## src/rtl/gpio_evt_pkg.sv

```systemverilog
package gpio_evt_pkg;

  localparam int NUM_CH    = 4;
  localparam int OUT_W     = 32;
  localparam int LANE_W    = 8;
  localparam int PIN_W     = $clog2(OUT_W);
  localparam int CTRL_W    = NUM_CH * LANE_W;

  typedef enum logic [1:0] {
    OP_LEVEL  = 2'd0,
    OP_SET    = 2'd1,
    OP_CLEAR  = 2'd2,
    OP_INVERT = 2'd3
  } evt_op_e;

  // one control byte: enable in bit 7, op in 6:5, bit index in 4:0
  typedef struct packed {
    logic             en;
    evt_op_e          op;
    logic [PIN_W-1:0] idx;
  } lane_cfg_t;

  typedef enum logic {
    ADDR_CTRL = 1'b0,
    ADDR_OUT  = 1'b1
  } reg_sel_e;

endpackage

```

## src/rtl/gpio_evt_lane.sv

```systemverilog
module gpio_evt_lane
  import gpio_evt_pkg::*;
(
  input  lane_cfg_t        cfg,
  input  logic             evt,
  input  logic [OUT_W-1:0] cur_out,
  output logic             hit,
  output logic [PIN_W-1:0] tgt,
  output logic             val
);

  always_comb begin
    tgt = cfg.idx;
    hit = 1'b0;
    val = 1'b0;
    if (cfg.en) begin
      unique case (cfg.op)
        OP_LEVEL:  begin hit = 1'b1; val = evt;               end
        OP_SET:    begin hit = evt;  val = 1'b1;              end
        OP_CLEAR:  begin hit = evt;  val = 1'b0;              end
        OP_INVERT: begin hit = evt;  val = ~cur_out[cfg.idx]; end
        default:   begin hit = 1'b0; val = 1'b0;              end
      endcase
    end
  end

endmodule

```

## src/rtl/gpio_evt_merge.sv

```systemverilog
module gpio_evt_merge
  import gpio_evt_pkg::*;
#(
  parameter int N_CH = NUM_CH
) (
  input  logic                      clk,
  input  logic                      rst_n,
  input  logic                      sw_we,
  input  logic [OUT_W-1:0]          sw_data,
  input  logic [N_CH-1:0]           lane_hit,
  input  logic [N_CH-1:0][PIN_W-1:0] lane_tgt,
  input  logic [N_CH-1:0]           lane_val,
  output logic [OUT_W-1:0]          out_q
);

  logic [OUT_W-1:0] out_d;

  // software write forms the base; lanes overlay in ascending order so the
  // highest-numbered active lane is the last writer of a shared bit
  always_comb begin
    out_d = sw_we ? sw_data : out_q;
    for (int c = 0; c < N_CH; c++) begin
      if (lane_hit[c]) out_d[lane_tgt[c]] = lane_val[c];
    end
  end

  always_ff @(posedge clk or negedge rst_n) begin
    if (!rst_n) out_q <= '0;
    else        out_q <= out_d;
  end

endmodule

```

## src/rtl/gpio_evt_regs.sv

```systemverilog
module gpio_evt_regs
  import gpio_evt_pkg::*;
(
  input  logic              clk,
  input  logic              rst_n,
  input  logic              wr,
  input  logic              addr,
  input  logic [CTRL_W-1:0] wdata,
  input  logic [OUT_W-1:0]  out_q,
  output logic [CTRL_W-1:0] ctrl_q,
  output logic              out_we,
  output logic [OUT_W-1:0]  rdata
);

  always_ff @(posedge clk or negedge rst_n) begin
    if (!rst_n)                          ctrl_q <= '0;
    else if (wr && addr == ADDR_CTRL)    ctrl_q <= wdata;
  end

  assign out_we = wr && (addr == ADDR_OUT);

  always_comb begin
    rdata = (addr == ADDR_OUT) ? out_q : OUT_W'(ctrl_q);
  end

endmodule

```

## src/rtl/gpio_evt_unit.sv

```systemverilog
module gpio_evt_unit
  import gpio_evt_pkg::*;
(
  input  logic              clk,
  input  logic              rst_n,
  input  logic              reg_wr,
  input  logic              reg_addr,
  input  logic [OUT_W-1:0]  reg_wdata,
  output logic [OUT_W-1:0]  reg_rdata,
  input  logic [NUM_CH-1:0] evt_in,
  output logic [OUT_W-1:0]  gpio_out
);

  logic [CTRL_W-1:0]              ctrl_q;
  logic                           out_we;
  logic [OUT_W-1:0]               out_q;
  logic [NUM_CH-1:0]              lane_hit;
  logic [NUM_CH-1:0][PIN_W-1:0]   lane_tgt;
  logic [NUM_CH-1:0]              lane_val;

  gpio_evt_regs u_regs (
    .clk    (clk),
    .rst_n  (rst_n),
    .wr     (reg_wr),
    .addr   (reg_addr),
    .wdata  (reg_wdata),
    .out_q  (out_q),
    .ctrl_q (ctrl_q),
    .out_we (out_we),
    .rdata  (reg_rdata)
  );

  for (genvar c = 0; c < NUM_CH; c++) begin : g_lane
    lane_cfg_t cfg;
    assign cfg = lane_cfg_t'(ctrl_q[c*LANE_W +: LANE_W]);
    gpio_evt_lane u_lane (
      .cfg     (cfg),
      .evt     (evt_in[c]),
      .cur_out (out_q),
      .hit     (lane_hit[c]),
      .tgt     (lane_tgt[c]),
      .val     (lane_val[c])
    );
  end

  gpio_evt_merge #(.N_CH(NUM_CH)) u_merge (
    .clk      (clk),
    .rst_n    (rst_n),
    .sw_we    (out_we),
    .sw_data  (reg_wdata),
    .lane_hit (lane_hit),
    .lane_tgt (lane_tgt),
    .lane_val (lane_val),
    .out_q    (out_q)
  );

  assign gpio_out = out_q;

endmodule

```

## config.mk

```make
export PLATFORM = sky130hd
export DESIGN_NAME = gpio_evt_unit
export DESIGN_NICKNAME = d
export VERILOG_FILES = /design/src/rtl/gpio_evt_pkg.sv /design/src/rtl/gpio_evt_lane.sv /design/src/rtl/gpio_evt_merge.sv /design/src/rtl/gpio_evt_regs.sv /design/src/rtl/gpio_evt_unit.sv
export SDC_FILE = /design/constraint.sdc
export NUM_CORES = 1
export LEC_CHECK = 0
export ABC_AREA = 1
export BUFFER_PORTS_ARGS = -buffer_cell sky130_fd_sc_hd__clkbuf_2
export CAP_MARGIN = 20
export CELL_PAD_IN_SITES_DETAIL_PLACEMENT = 1
export CELL_PAD_IN_SITES_GLOBAL_PLACEMENT = 2
export CORE_UTILIZATION = 32
export CTS_BUF_LIST = sky130_fd_sc_hd__clkbuf_4
export DETAILED_ROUTE_END_ITERATION = 8
export GPL_ROUTABILITY_DRIVEN = 1
export PLACE_DENSITY_LB_ADDON = 0.08
export SLEW_MARGIN = 30
export SYNTH_ARGS = -nofsm -noshare
export SYNTH_HDL_FRONTEND = slang
export SYNTH_SLANG_ARGS = --single-unit
```

## constraint.sdc

```tcl
create_clock -name clk -period 5.5 [get_ports clk]
set_clock_uncertainty 0.1 [all_clocks]
set_input_delay 0.275 -clock clk [delete_from_list [all_inputs] [get_ports clk]]
set_output_delay 0.275 -clock clk [all_outputs]
set_load 0.1 [all_outputs]
```

==> run_results.csv <==
group,metric,value,unit
run_status,status,"finished, final reports clean",
pwr,power_density,355,nW/um^2
floorplanning,die_h,147,um
route,via_per_inst,5.23,
sta,worstMarginPinSlew,0.920,ns
synthesis,synth_compound_area_frac,0.159,
clock_tree,cts_tree,"built",
clock_tree,cts_htree_levels,3,
pwr,p_switching,1770,uW
sta,rsz0062_at_grt,"false",
layout,final_layout_size_suffix_gt1_frac,0.0988,
setup_path,worstReg2RegEnd,"u_merge.out_q[10]$_DFF_PN0_",
pwr,fin_total_pwr,2790,uW
floorplanning,die_x,147,um
synthesis,synthAdderAreaFrac,0,
clock_tree,clockBufferDepth,2,
clock_tree,clkLatencyLatePin,0.46,ns
synthesis,ys.warnings.count,0,
layout,final_area,7850,um^2
setup_path,cp_common_cell,"nand2_1",
floorplanning,initial_core_util,0.328,
sta,setup_violations,0,
route,drt-initial-drc-count,533,
route,post_drt_wl_per_cell,20.2,um
sta,fin_hold_ws,0.379,ns
floorplanning,rows,52,
synthesis,netlist_area,6680,um^2
setup_path,ff2ff_setup_slack,2.28,ns
floorplanning,core_region_area,20400,um^2
floorplanning,die_area,21500,um^2
global_routing,gr-total-overflow,0,
setup_path,cp.arrival,3.47,ns
route,dr.pass1.iters,5,
setup_path,r2r_start,"u_regs.ctrl_q[0]$_DFFE_PN0P_",
sta,max_freq,0.310,GHz
placement,dpl_cell_area,7380,um^2
setup_path,cp.required,5.74,ns
synthesis,synthesis.instances,1275,
placement,hpwlAfterDp,22.5,mm
pwr,pwr-share-comb,0.587,
setup_path,start_kind,"flop",
clock_tree,cts.reportedPaths.clkPinSlew,0.13,ns
layout,post-route-util,0.386,
sta,maxSlewViolCount,0,
clock_tree,root_buffer,"clkbuf_4",
setup_path,critPathMaxStageDelay,0.95,ns
sta,setup_tns,0,ns
synthesis,synthTopCellsByArea,"nand2_1, dfrtp_1, nor2_1",
sta,fin_crit,3.22,ns
pwr,p_leak,0.00399,uW
route,ant_nets,0,
clock_tree,cts_buffers,9,
sta,finalCritPeriodShare,0.586,
min_path,hold_path_class,"in2async",
synthesis,ys_types,23,
pwr,clockPowerShare,0.133,
synthesis,synth_mux_area_frac,0,
pwr,vdd_ir_drop_max,0.152,mV
global_routing,antenna_found_initial,1,
pwr,p_int,1010,uW
global_routing,grt_usage,0.317,
sta,relSlewSlack,0.385,
layout,mostFrequentLayoutCell,"nand2_1",
route,drt_wl_total,33.5,mm
floorplanning,ios,104,
synthesis,synth-xor-area-share,0,
layout,final_nets,1421,
synthesis,synth_top_area_frac,0.263,
placement,io_buffers,103,
setup_path,reg2reg_depth,9,
sta,final_hold_viol_count,0,
setup_path,crit_fanout,30,
synthesis,synth_top_area_cell,"nand2_1",
global_routing,grt_pass1_vias,8365,
synthesis,ys_seq_elements,64,
pwr,swShare,0.637,
setup_path,cp_slowest_cell,"dfrtp_1",
placement,routabilityCongestion,0.897,
synthesis,yosysSeqAreaShare,0.240,
route,via_count,8666,
global_routing,grt_start_max_net_pins,66,
global_routing,grt_pass1_wl,51.0,mm
synthesis,syn_avg_cell_area,5.24,um^2
setup_path,crit_type,"reg2reg",
synthesis,synth_top_family_by_area,"simple AND/OR/NAND/NOR gates",
pwr,seqPwrFrac,0.280,
synthesis,syn_nets,1315,
clock_tree,cts.sinks,64,
layout,area_growth,17.5,%
route,drcViolationCount,0,
run,max_cap_viol_count,0,
layout,layout_common_cells,"nand2_1, nor2_1, inv_1",
setup_path,crit_chain,"clkinv_1, nand3_1, nor2_1, a211oi_1, nor2_1, nand2_1, nand2_1, nand2_1, nand2_1",
clock_tree,post_cts_buffers,0,
synthesis,synthSimpleGateAreaFrac,0.464,
setup_path,end_kind,"flop",
[metrics by stage]
stage                     cells  worst slack [ns]
after floorplan            1275              2.37
after global placement     1607              2.44
after detailed placement   1607              2.39
after CTS                  1656              2.35
after global routing       1657              1.99
final                      1657              2.28
[how the worst max path moves through the flow]
stage                                       from                     endpoint
detailed placement  u_regs.ctrl_q[0]$_DFFE_PN0P_  u_merge.out_q[29]$_DFF_PN0_
global placement    u_regs.ctrl_q[0]$_DFFE_PN0P_  u_merge.out_q[10]$_DFF_PN0_
finish              u_regs.ctrl_q[0]$_DFFE_PN0P_  u_merge.out_q[10]$_DFF_PN0_
floorplan                               reg_addr                reg_rdata[22]
CTS                 u_regs.ctrl_q[0]$_DFFE_PN0P_                 reg_rdata[0]
global route        u_regs.ctrl_q[0]$_DFFE_PN0P_   u_merge.out_q[0]$_DFF_PN0_
[state kept, by name, summed over array words and instances, names as in the netlist]
register and cells:
u_regs.ctrl_q 32, u_merge.out_q 32
[power by group through the flow]
| stage | combinational (uW) | clock [uW] | sequential (uW) |
|---|---|---|---|
| 2_1_floorplan | 890 | 0 | 1050 |
| 3_3_place_gp | 1590 | 0 | 788 |
| 3_5_place_dp | 1610 | 0 | 786 |
| 4_1_cts | 1630 | 375 | 776 |
| 5_1_grt | 1740 | 396 | 792 |
| 6_report | 1630 | 370 | 781 |
[cells in the mapped netlist (all sizes together)]
library cell,instances
a211oi,23
a21oi,62
a22o,5
a22oi,3
buf,22
clkbuf,27
clkinv,2
dfrtp,64
inv,181
nand2,470
nand3,76
nand4,1
nor2,208
nor3,32
o211ai,1
o21a,2
o21ai,91
o221ai,2
o22ai,3
[routing by layer]
metal | global-route usage | vias to the layer above | part of all wire
li1 | - | 4185 | -
met1 | 0.439 | 4112 | 0.47
met2 | 0.500 | 310 | 0.45
met3 | 0.0453 | 59 | 0.058
met4 | 0.114 | 0 | 0.030
met5 | 0 | - | 0
[timing repair]
action                    4_1_cts  5_1_grt
hold endpoints to repair       96        0
resized for setup               0        0
hold buffers                   33        0
[cell families after synthesis]
family / count (synthesis)
simple gates: 787
compound gates: 192
buf+inv: 232
flops: 64
[cell type report]
| type | count | area [um^2] |
|---|---|---|
| clock buffers | 12 | 90.1 |
| clock inverters | 4 | 45.0 |
| inverters | 183 | 687 |
| flip-flops and latches | 64 | 1600 |
| diodes | 1 | 2.50 |
| well taps | 270 | 338 |
| repair buffers | 144 | 910 |
| fillers | 2950 | 12500 |
| multi-input cells | 979 | 4180 |
[worst max-delay path, delay by kind of cell, from the launching register on]
| kind | cells | cell delay, ns |
|---|---|---|
| AOI/OAI and AO/OA | 1 | 0.23 |
| DFF | 1 | 0.95 |
| and+or+nand+nor | 7 | 1.23 |
| buffers and inverters | 1 | 0.59 |
Note: power is estimated with default switching activity, not from simulation.
